File: src/rtl/rst_seq_pkg.sv
package rst_seq_pkg;
  localparam int NSRC     = 6;
  localparam int SRC_POR  = 0;
  localparam int SRC_PIN  = 1;
  localparam int SRC_COP  = 2;
  localparam int SRC_ILOP = 3;
  localparam int SRC_ILAD = 4;
  localparam int SRC_BUS  = 5;

  typedef enum logic [2:0] {
    ST_POR, ST_DRIVE, ST_RELEASE, ST_VEC_LO, ST_VEC_HI, ST_RUN
  } seq_state_t;

  // STOP counts as an illegal opcode when the option forbids it
  function automatic logic opcode_trap(logic illegal, logic stop_exec, logic stop_en);
    return illegal | (stop_exec & ~stop_en);
  endfunction

  // an unmapped access only matters on an opcode fetch
  function automatic logic address_trap(logic unmapped, logic opfetch);
    return unmapped & opfetch;
  endfunction

  function automatic logic [15:0] vector_addr(logic [15:0] base, logic second);
    return base | {15'd0, second};
  endfunction
endpackage

File: src/rtl/rst_cause_collect.sv
module rst_cause_collect
  import rst_seq_pkg::*;
(
  input  logic            clk_i,
  input  logic            por_i,
  input  logic            armed_i,
  input  logic            pin_drive_i,
  input  logic            rst_pin_i,
  input  logic            illegal_op_i,
  input  logic            stop_exec_i,
  input  logic            stop_enable_i,
  input  logic            unmapped_i,
  input  logic            opcode_fetch_i,
  input  logic            cop_timeout_i,
  input  logic            bus_reset_i,
  output logic            req_o,
  output logic [NSRC-1:0] status_o
);
  logic            drive_q;
  logic            internal_hit;
  logic            pin_ext_low;
  logic [NSRC-1:0] hit;

  always_ff @(posedge clk_i or posedge por_i) begin
    if (por_i) drive_q <= 1'b1;
    else       drive_q <= pin_drive_i;
  end

  always_comb begin
    hit           = '0;
    hit[SRC_ILOP] = opcode_trap(illegal_op_i, stop_exec_i, stop_enable_i);
    hit[SRC_ILAD] = address_trap(unmapped_i, opcode_fetch_i);
    hit[SRC_COP]  = cop_timeout_i;
    hit[SRC_BUS]  = bus_reset_i;
    internal_hit  = |hit;
    pin_ext_low   = ~rst_pin_i & ~pin_drive_i & ~drive_q;
    hit[SRC_PIN]  = pin_ext_low & ~internal_hit;
  end

  assign req_o = armed_i & (|hit);

  for (genvar i = 0; i < NSRC; i++) begin : g_stat
    localparam logic RST_VAL = (i == SRC_POR);
    always_ff @(posedge clk_i or posedge por_i) begin
      if (por_i)                  status_o[i] <= RST_VAL;
      else if (armed_i && hit[i]) status_o[i] <= 1'b1;
    end
  end

  a_r8_status_sticky: assert property (@(posedge clk_i) disable iff (por_i)
    ((status_o & $past(status_o)) == $past(status_o)));

  a_r7_own_drive_ignored: assert property (@(posedge clk_i) disable iff (por_i)
    pin_drive_i |=> (status_o[SRC_PIN] == $past(status_o[SRC_PIN])));

  a_r5_data_access_quiet: assert property (@(posedge clk_i) disable iff (por_i)
    (unmapped_i && !opcode_fetch_i) |=> (status_o[SRC_ILAD] == $past(status_o[SRC_ILAD])));
endmodule

File: src/rtl/rst_phase_seq.sv
module rst_phase_seq
  import rst_seq_pkg::*;
#(
  parameter int          POR_CYCLES   = 4096,
  parameter int          PHASE_CYCLES = 32,
  parameter logic [15:0] VEC_BASE     = 16'hFFFE
) (
  input  logic        clk_i,
  input  logic        por_i,
  input  logic        req_i,
  output logic        armed_o,
  output logic        pin_drive_o,
  output logic        sys_rst_o,
  output logic        vec_fetch_o,
  output logic [15:0] vec_addr_o
);
  localparam int             CNT_W    = $clog2(POR_CYCLES);
  localparam logic [CNT_W-1:0] POR_LAST = CNT_W'(POR_CYCLES - 1);
  localparam logic [CNT_W-1:0] PH_LAST  = CNT_W'(PHASE_CYCLES - 1);

  seq_state_t       state;
  logic [CNT_W-1:0] cnt;

  always_ff @(posedge clk_i or posedge por_i) begin
    if (por_i) begin
      state <= ST_POR;
      cnt   <= '0;
    end else if (req_i) begin
      state <= ST_DRIVE;
      cnt   <= '0;
    end else begin
      unique case (state)
        ST_POR:     if (cnt == POR_LAST) begin state <= ST_DRIVE;   cnt <= '0; end
                    else cnt <= cnt + CNT_W'(1);
        ST_DRIVE:   if (cnt == PH_LAST)  begin state <= ST_RELEASE; cnt <= '0; end
                    else cnt <= cnt + CNT_W'(1);
        ST_RELEASE: if (cnt == PH_LAST)  begin state <= ST_VEC_LO;  cnt <= '0; end
                    else cnt <= cnt + CNT_W'(1);
        ST_VEC_LO:  state <= ST_VEC_HI;
        ST_VEC_HI:  state <= ST_RUN;
        ST_RUN:     state <= ST_RUN;
        default:    state <= ST_POR;
      endcase
    end
  end

  assign armed_o     = (state != ST_POR);
  assign pin_drive_o = (state == ST_POR) || (state == ST_DRIVE);
  assign sys_rst_o   = pin_drive_o || (state == ST_RELEASE);
  assign vec_fetch_o = (state == ST_VEC_LO) || (state == ST_VEC_HI);
  assign vec_addr_o  = vec_fetch_o ? vector_addr(VEC_BASE, state == ST_VEC_HI) : 16'd0;

  a_r9_restart_full: assert property (@(posedge clk_i) disable iff (por_i)
    req_i |=> (state == ST_DRIVE && cnt == '0));

  a_r1_hold_exit: assert property (@(posedge clk_i) disable iff (por_i)
    (state == ST_POR && cnt == POR_LAST) |=> (state == ST_DRIVE));

  a_r2_release_kept: assert property (@(posedge clk_i) disable iff (por_i)
    (state == ST_RELEASE && !req_i && cnt != PH_LAST) |=> (state == ST_RELEASE));

  a_r2_vector_order: assert property (@(posedge clk_i) disable iff (por_i)
    (state == ST_VEC_LO && !req_i) |=> (state == ST_VEC_HI));
endmodule

File: src/rtl/cop_gate.sv
module cop_gate (
  input  logic monitor_mode_i,
  input  logic break_i,
  input  logic hv_rst_i,
  input  logic hv_irq_i,
  output logic cop_disable_o
);
  logic mon_path;
  logic brk_path;

  assign mon_path      = monitor_mode_i & (hv_rst_i | hv_irq_i);
  assign brk_path      = break_i & hv_rst_i;
  assign cop_disable_o = mon_path | brk_path;
endmodule

File: src/rtl/rst_seq_ctrl.sv
module rst_seq_ctrl
  import rst_seq_pkg::*;
#(
  parameter int POR_CYCLES   = 4096,
  parameter int PHASE_CYCLES = 32
) (
  input  logic        clk_i,
  input  logic        por_i,
  input  logic        rst_pin_i,
  output logic        rst_pin_oe_o,
  input  logic        illegal_op_i,
  input  logic        stop_exec_i,
  input  logic        stop_enable_i,
  input  logic        unmapped_i,
  input  logic        opcode_fetch_i,
  input  logic        cop_timeout_i,
  input  logic        bus_reset_i,
  input  logic        monitor_mode_i,
  input  logic        break_i,
  input  logic        hv_rst_i,
  input  logic        hv_irq_i,
  output logic        cop_disable_o,
  output logic        sys_rst_o,
  output logic        vec_fetch_o,
  output logic [15:0] vec_addr_o,
  output logic [5:0]  status_o
);
  logic reset_req;
  logic armed;
  logic pin_drive;

  rst_cause_collect u_collect (
    .clk_i          (clk_i),
    .por_i          (por_i),
    .armed_i        (armed),
    .pin_drive_i    (pin_drive),
    .rst_pin_i      (rst_pin_i),
    .illegal_op_i   (illegal_op_i),
    .stop_exec_i    (stop_exec_i),
    .stop_enable_i  (stop_enable_i),
    .unmapped_i     (unmapped_i),
    .opcode_fetch_i (opcode_fetch_i),
    .cop_timeout_i  (cop_timeout_i),
    .bus_reset_i    (bus_reset_i),
    .req_o          (reset_req),
    .status_o       (status_o)
  );

  rst_phase_seq #(
    .POR_CYCLES   (POR_CYCLES),
    .PHASE_CYCLES (PHASE_CYCLES),
    .VEC_BASE     (16'hFFFE)
  ) u_seq (
    .clk_i       (clk_i),
    .por_i       (por_i),
    .req_i       (reset_req),
    .armed_o     (armed),
    .pin_drive_o (pin_drive),
    .sys_rst_o   (sys_rst_o),
    .vec_fetch_o (vec_fetch_o),
    .vec_addr_o  (vec_addr_o)
  );

  cop_gate u_cop (
    .monitor_mode_i (monitor_mode_i),
    .break_i        (break_i),
    .hv_rst_i       (hv_rst_i),
    .hv_irq_i       (hv_irq_i),
    .cop_disable_o  (cop_disable_o)
  );

  assign rst_pin_oe_o = pin_drive;

  a_r11_drive_after_request: assert property (@(posedge clk_i) disable iff (por_i)
    reset_req |=> (rst_pin_oe_o && sys_rst_o));

  a_r10_cop_off_outside_modes: assert property (@(posedge clk_i) disable iff (por_i)
    (!monitor_mode_i && !break_i) |-> !cop_disable_o);
endmodule

File: config.mk
export PLATFORM = sky130hd
export DESIGN_NAME = rst_seq_ctrl
export DESIGN_NICKNAME = d
export VERILOG_FILES = /design/src/rtl/rst_seq_pkg.sv /design/src/rtl/rst_cause_collect.sv /design/src/rtl/rst_phase_seq.sv /design/src/rtl/cop_gate.sv /design/src/rtl/rst_seq_ctrl.sv
export SDC_FILE = /design/constraint.sdc
export NUM_CORES = 1
export LEC_CHECK = 0
export ABC_AREA = 0
export BUFFER_PORTS_ARGS = -buffer_cell sky130_fd_sc_hd__buf_2
export CAP_MARGIN = 25
export CORE_UTILIZATION = 52
export DETAILED_ROUTE_END_ITERATION = 16
export PLACE_DENSITY_LB_ADDON = 0.15
export SLEW_MARGIN = 0
export SYNTH_ARGS = -nofsm -noshare
export SYNTH_HDL_FRONTEND = slang
export SYNTH_SLANG_ARGS = --single-unit
File: constraint.sdc
create_clock -name clk_i -period 5.4 [get_ports clk_i]
set_input_delay 0.54 -clock clk_i [delete_from_list [all_inputs] [get_ports clk_i]]
set_output_delay 0.54 -clock clk_i [all_outputs]
set_load 0.03 [all_outputs]
Yosys cells after proc, flatten, opt, wreduce, memory -nomap -nowiden
Cells that the tools add are included.
{ "classes": {"n_addsub": 1, "eq_ne": 10, "n_mux": 10, "n_bitwise": 16, "n_reduce_logical": 16} }
{ "ops": {"columns": ["operator", "count"], "rows": [
  ["two-way mux 12 bit", 3],
  ["one-hot mux 12 bit (2 select lines)", 1],
  ["two-way mux 16 bit", 1],
  ["one-hot mux 3 bit (5 select lines)", 1],
  ["adder 12 x 1 -> 12 bit (second input constant)", 1],
  ["equality test 12 bit (second input constant)", 1],
  ["equality test 12 x 5 -> 1 bit (second input constant)", 1],
  ["two-way mux 3 bit", 4],
  ["!= test 3 x 2 -> 1 bit (second input constant)", 3],
  ["AND 1 bit", 8],
  ["equality test 3 x 2 -> 1 bit (second input constant)", 2],
  ["equality test 3 bit (second input constant)", 2],
  ["nonzero test 3 bit", 2],
  ["logical AND 1 bit", 5],
  ["NOT 1 bit", 5],
  ["OR reduction 5 bit", 1],
  ["OR reduction 2 bit", 2],
  ["OR reduction 4 bit", 1],
  ["equality test 3 x 1 -> 1 bit (second input constant)", 1],
  ["zero test 3 bit", 1],
  ["logical OR 1 bit", 3],
  ["OR 1 bit", 3],
  ["AND reduction 3 bit", 1]
]} }
{ "totals": {"register_bits": 21, "inputBits": 14, "output_inout_bits": 26, "word_cells": 61} }

Longest topological paths before layout
{ "depth": {"word_depth": 10, "mapped_depth": 6, "depth_no_buf": 6} }

Cells and area by module
A second synthesis with hierarchy kept.
{ "hier_totals": {"cells_unflattened": 142, "area_unflattened_um2": 1328.8} }
{ "by_module_without_submodules": {"columns": ["module", "instances", "cells_each", "area_per_inst_um2", "seq_area_each_um2"], "rows": [
  ["rst_phase_seq", 1, 118, 1044.8, 375.4],
  ["rst_cause_collect", 1, 21, 271.5, 151.4],
  ["cop_gate", 1, 3, 12.5, 0.0]
]} }

Worst setup path before layout
No wires, ideal clock.
{ "synth_path": {"path_type": "register to output", "start": "reg u_seq.state[1]", "end": "out vec_addr_o[10]", "t_arrival_ps": 1738, "required_ps": 4860, "slack_ps": 3122, "path_stages_with_launch": 6, "n_path_buf": 2, "cell_sequence": "dfrtp_1 -> clkbuf_1 -> inv_1 -> or3_1 -> nand2_1 -> buf_4"} }
{ "synth_between": {"elab_chain_len": 3, "elab_cells_between_ends": 4, "classes_between": "eq/ne: 2; mux: 1; reduce/logical: 1"} }
{ "synth_lines": {"columns": ["element", "line_no", "rtl"], "rows": [
  ["start, declared", "rst_phase_seq.sv:21", "seq_state_t state;"],
  ["start signal, assigned", "rst_phase_seq.sv:26", "state <= ST_POR;"],
  ["start signal, assigned", "rst_phase_seq.sv:29", "state <= ST_DRIVE;"],
  ["start signal, assigned", "rst_phase_seq.sv:33", "ST_POR: if (cnt == POR_LAST) begin state <= ST_DRIVE; cnt <= '0; end"],
  ["equality test 3 x 2 -> 1 bit or equality test 3 bit (tied branches)", "rst_phase_seq.sv:50", "assign vec_fetch_o = (state == ST_VEC_LO) || (state == ST_VEC_HI);"],
  ["logical OR 1 bit (*)", "rst_phase_seq.sv:50", null],
  ["via vec_fetch_o", "rst_seq_ctrl.sv:24", "output logic vec_fetch_o,"],
  ["two-way mux 16 bit (*)", "rst_phase_seq.sv:51", "assign vec_addr_o = vec_fetch_o ? vector_addr(VEC_BASE, state == ST_VEC_HI) : 16'd0;"],
  ["end, declared", "rst_seq_ctrl.sv:25", "output logic [15:0] vec_addr_o,"]
]} }
Mark *: on every way through the listed nets, which the timed path passes. The rest lies on a longest branch.

Final worst setup path
{ "layout_path": {"start": "reg u_seq.state[1]", "end": "out vec_addr_o[14]"} }
{ "layout_between": {"elab_chain_len": 3, "elab_cells_between_ends": 4, "classes_between": "eq/ne: 2; mux: 1; reduce/logical: 1"} }
{ "layout_lines": {"columns": ["element", "line_no"], "rows": [
  ["equality test 3 x 2 -> 1 bit or equality test 3 bit (tied branches)", "rst_phase_seq.sv:50"],
  ["logical OR 1 bit (*)", "rst_phase_seq.sv:50"],
  ["two-way mux 16 bit (*)", "rst_phase_seq.sv:51"]
]} }
Mark *: on every way between the ends. The rest lies on a longest branch, timed or not.

==> results_dict.tcl <==
set metrics [dict create \
    cp_top_family "simple AND/OR/NAND/NOR gates" \
    gp_congestion 0.830 \
    antenna_cells 0 \
    grt_overflow 0 \
    cts_setup_buffers 0 \
    synth_top_area_share_pct 38.6 \
    cp_cell_sequence "inv_1 > or3_1 > nand2_1 > buf_2" \
    routed_via_density 5.52 \
    dr.first_iter.drc_count 20 \
    syn_inst 143 \
    setup_ws_ns 2.94 \
    start_kind "flop" \
    grt_usage_pct 20.6 \
    path_class "flop to output pin" \
    htree_levels 1 \
    fin_skew_ns 0.00280 \
    rows 17 \
    powerDensity_nw_per_um2 184 \
    layout_common_cells "38 x buf_2, 20 x dfrtp_1, 16 x nor2_1, 7 x inv_1, 7 x xnor2_1" \
    ioPinCount 40 \
    num-fill-cells 207 \
    slew_headroom_pct 48.4 \
    syn_nets 158 \
    hold_path.class "primary input to asynchronous set/reset pin" \
    wl_per_cell_um 13.0 \
    ir_drop_mv 0.133 \
    final_common_cell "buf_2" \
    syn_area_sq_um 1300 \
    vias 1059 \
    area_delta_synth_final_pct 8.30 \
    leakage_nw 0.653 \
    wirelength_mm 2.50 \
    drtPass1Iterations 4 \
    period_share_pct 45.6 \
    pwr-share-clk_pct 32.0 \
    tns_ns 0 \
    worstPathMaxFanout 16 \
    cp.required_ns 4.86 \
    core_area_sq_um 2280 \
    register_area_sq_um 527 \
    drv_cap 0 \
    synth_seq_cells 21 \
    synth_cell_types 38 \
    ant_nets 0 \
    worst_pin_slew_ns 0.773 \
    port_buffers 38 \
    power.switching_mw 0.0654 \
    cts_made_buffers 3 \
    p_comb_share_pct 6.6 \
    hold_violations 0 \
    synth_top_area_cell "dfrtp_1" \
    clk_latency_ns 0.32 \
    cp_num_buf_inv 2 \
    die-width_um 51.9 \
    die_y_um 51.9 \
    postCtsHoldBufs 0 \
    synth_area_leaders "dfrtp_1 39%, buf_4 9.3%, xnor2_1 4.7%" \
    cts_buffer_depth 2 \
    pwr-share-seq_pct 61.4 \
    die_area_sq_um 2700 \
    end_kind "output pin" \
    slowest_stage "dfrtp_1" \
    clk_pin_slew_worst_paths_ns 0.13 \
    swShare_pct 25.3 \
    multiInputGateArea_sq_um 596 \
    grt_max_degree 22 \
    clock-sinks 21 \
    drc 0 \
    timing.fmax_ghz 0.406 \
    rsz0062_at_grt "no" \
    antenna_found_initial 0 \
    critPathArrivalTime_ns 1.92 \
    cts_resized 0 \
    dp_slack_ns 3.25 \
    max_stage_delay_ns 0.56 \
    start_util_pct 57.0 \
    outcome "complete, no violations" \
    grt_pass1_wl_mm 4.04 \
    cts-root-buf "clkbuf_4" \
    cts_tree "yes" \
    final_nets 180 \
    synth.avg_cell_area_sq_um 9.06 \
    grt_pass1_vias 917 \
    ys_seq_area_share_pct 40.6 \
    p_int_mw 0.193 \
    fin_crit_ns 2.46 \
    yosys_warnings 0 \
    setup_viol 0 \
    dp_hpwl_mm 1.90 \
    post_route_cells_drive_above_1_share_pct 28.0 \
    final_max_slew_viol_count 0 \
]
==> cell type report <==
| cell class | instances | share of cell area, % |
|---|---|---|
| Clock buffer | 3 | 1.60 |
| Clock inverter | 1 | 0.535 |
| Inverter | 7 | 1.87 |
| Multi-Input combinational cell | 94 | 42.4 |
| Sequential cell | 21 | 37.5 |
| Tap cell | 28 | 2.50 |
| Timing Repair Buffer | 38 | 13.5 |
==> synth_stat cells <==
library cell and count:
a2111oi_0 1, a211oi_1 6, a21boi_0 1, a21o_1 5, a21oi_1 6, a221o_1 3
a22o_1 2, a31o_2 1, and3_1 1, and3b_1 1, and4_1 1, buf_2 1
buf_4 16, buf_6 1, clkbuf_1 3, conb_1 1, dfrtp_1 20, dfstp_2 1
ha_1 1, inv_1 7, mux2_2 1, nand2_1 6, nand2b_1 4, nand3_1 6
nand3b_1 1, nand4_1 3, nor2_1 16, nor3_1 5, nor3_2 1, nor4b_1 1
o211ai_1 1, o21ai_0 2, o21bai_1 2, o2bb2ai_1 1, or3_1 4, or4_1 2
xnor2_1 7, xor2_1 1
==> worst register-to-register path, stage by stage, from the launching register on <==
cell and delay [ns]:
dfrtp_1 0.52, or3_1 0.52, a221o_1 0.43, or4_1 0.47, o211ai_1 0.10
==> power groups by stage <==
| stage | clock (mW) | sequential (mW) | combinational [mW] |
|---|---|---|---|
| after detailed placement | 0 | 0.161 | 0.0174 |
| after CTS | 0.0842 | 0.158 | 0.0175 |
| after global placement | 0 | 0.161 | 0.0169 |
| final | 0.0825 | 0.158 | 0.0171 |
| after floorplan | 0 | 0.162 | 0.00985 |
| after global routing | 0.0896 | 0.158 | 0.0193 |
==> state kept, by name, summed over array words and instances (netlist names) <==
name / cells
u_collect.drive_q: 1
u_seq.state: 3
u_collect.status_o: 5
u_seq.cnt: 12
==> stage by stage <==
| stage | utilization [%] | total power [mW] | std cells | hold WS (ns) | area, sq um |
|---|---|---|---|---|---|
| 2_1_floorplan | - | 0.172 | 143 | 0.516 | 1300 |
| 3_3_place_gp | 60.4 | 0.178 | 188 | 0.435 | 1370 |
| 3_5_place_dp | 60.4 | 0.179 | 188 | 0.442 | 1370 |
| 4_1_cts | 61.7 | 0.260 | 192 | 0.372 | 1400 |
| 5_1_grt | 61.7 | 0.267 | 192 | 0.430 | 1400 |
| 6_report | 61.7 | 0.258 | 192 | 0.338 | 1400 |
==> per-layer routing <==
layer  up-vias  GRT usage, %  wire (um)
li1        530             -          -
met1       492          25.8       1170
met2        33          34.8       1150
met3         4          3.51        138
met4         0          8.11         41
met5         -             0          0
==> kinds of logic after synthesis <==
group,count (synthesis),share of synthesized area (%)
buffers and inverters,28,13.4
other,1,0.289
adder cells (fa/ha/maj),1,0.965
flip-flops,21,40.6
AND/OR/NAND/NOR,52,20.9
XOR/XNOR,8,5.41
multiplexers,1,0.869
AO/OA/AOI/OAI,31,17.5
==> final timing paths <==
| kind | start | to | slack [ns] | cells after the start |
|---|---|---|---|---|
| min in group clk_i | cop_timeout_i | u_collect.status_o[2] | 0.44 | 2 |
| worst min register to register | u_collect.status_o[1] | u_collect.status_o[1] | 0.46 | 1 |
| max in group asynchronous | por_i | u_seq.cnt[0] | 4.58 | 2 |
| worst max-delay path | u_seq.state[1] | vec_addr_o[14] | 2.94 | 4 |
| worst min-delay path | por_i | u_seq.cnt[7] | 0.34 | 2 |
| worst max register to register | u_seq.state[2] | u_seq.cnt[10] | 3.28 | 4 |
(Power assumes the default switching activity.)
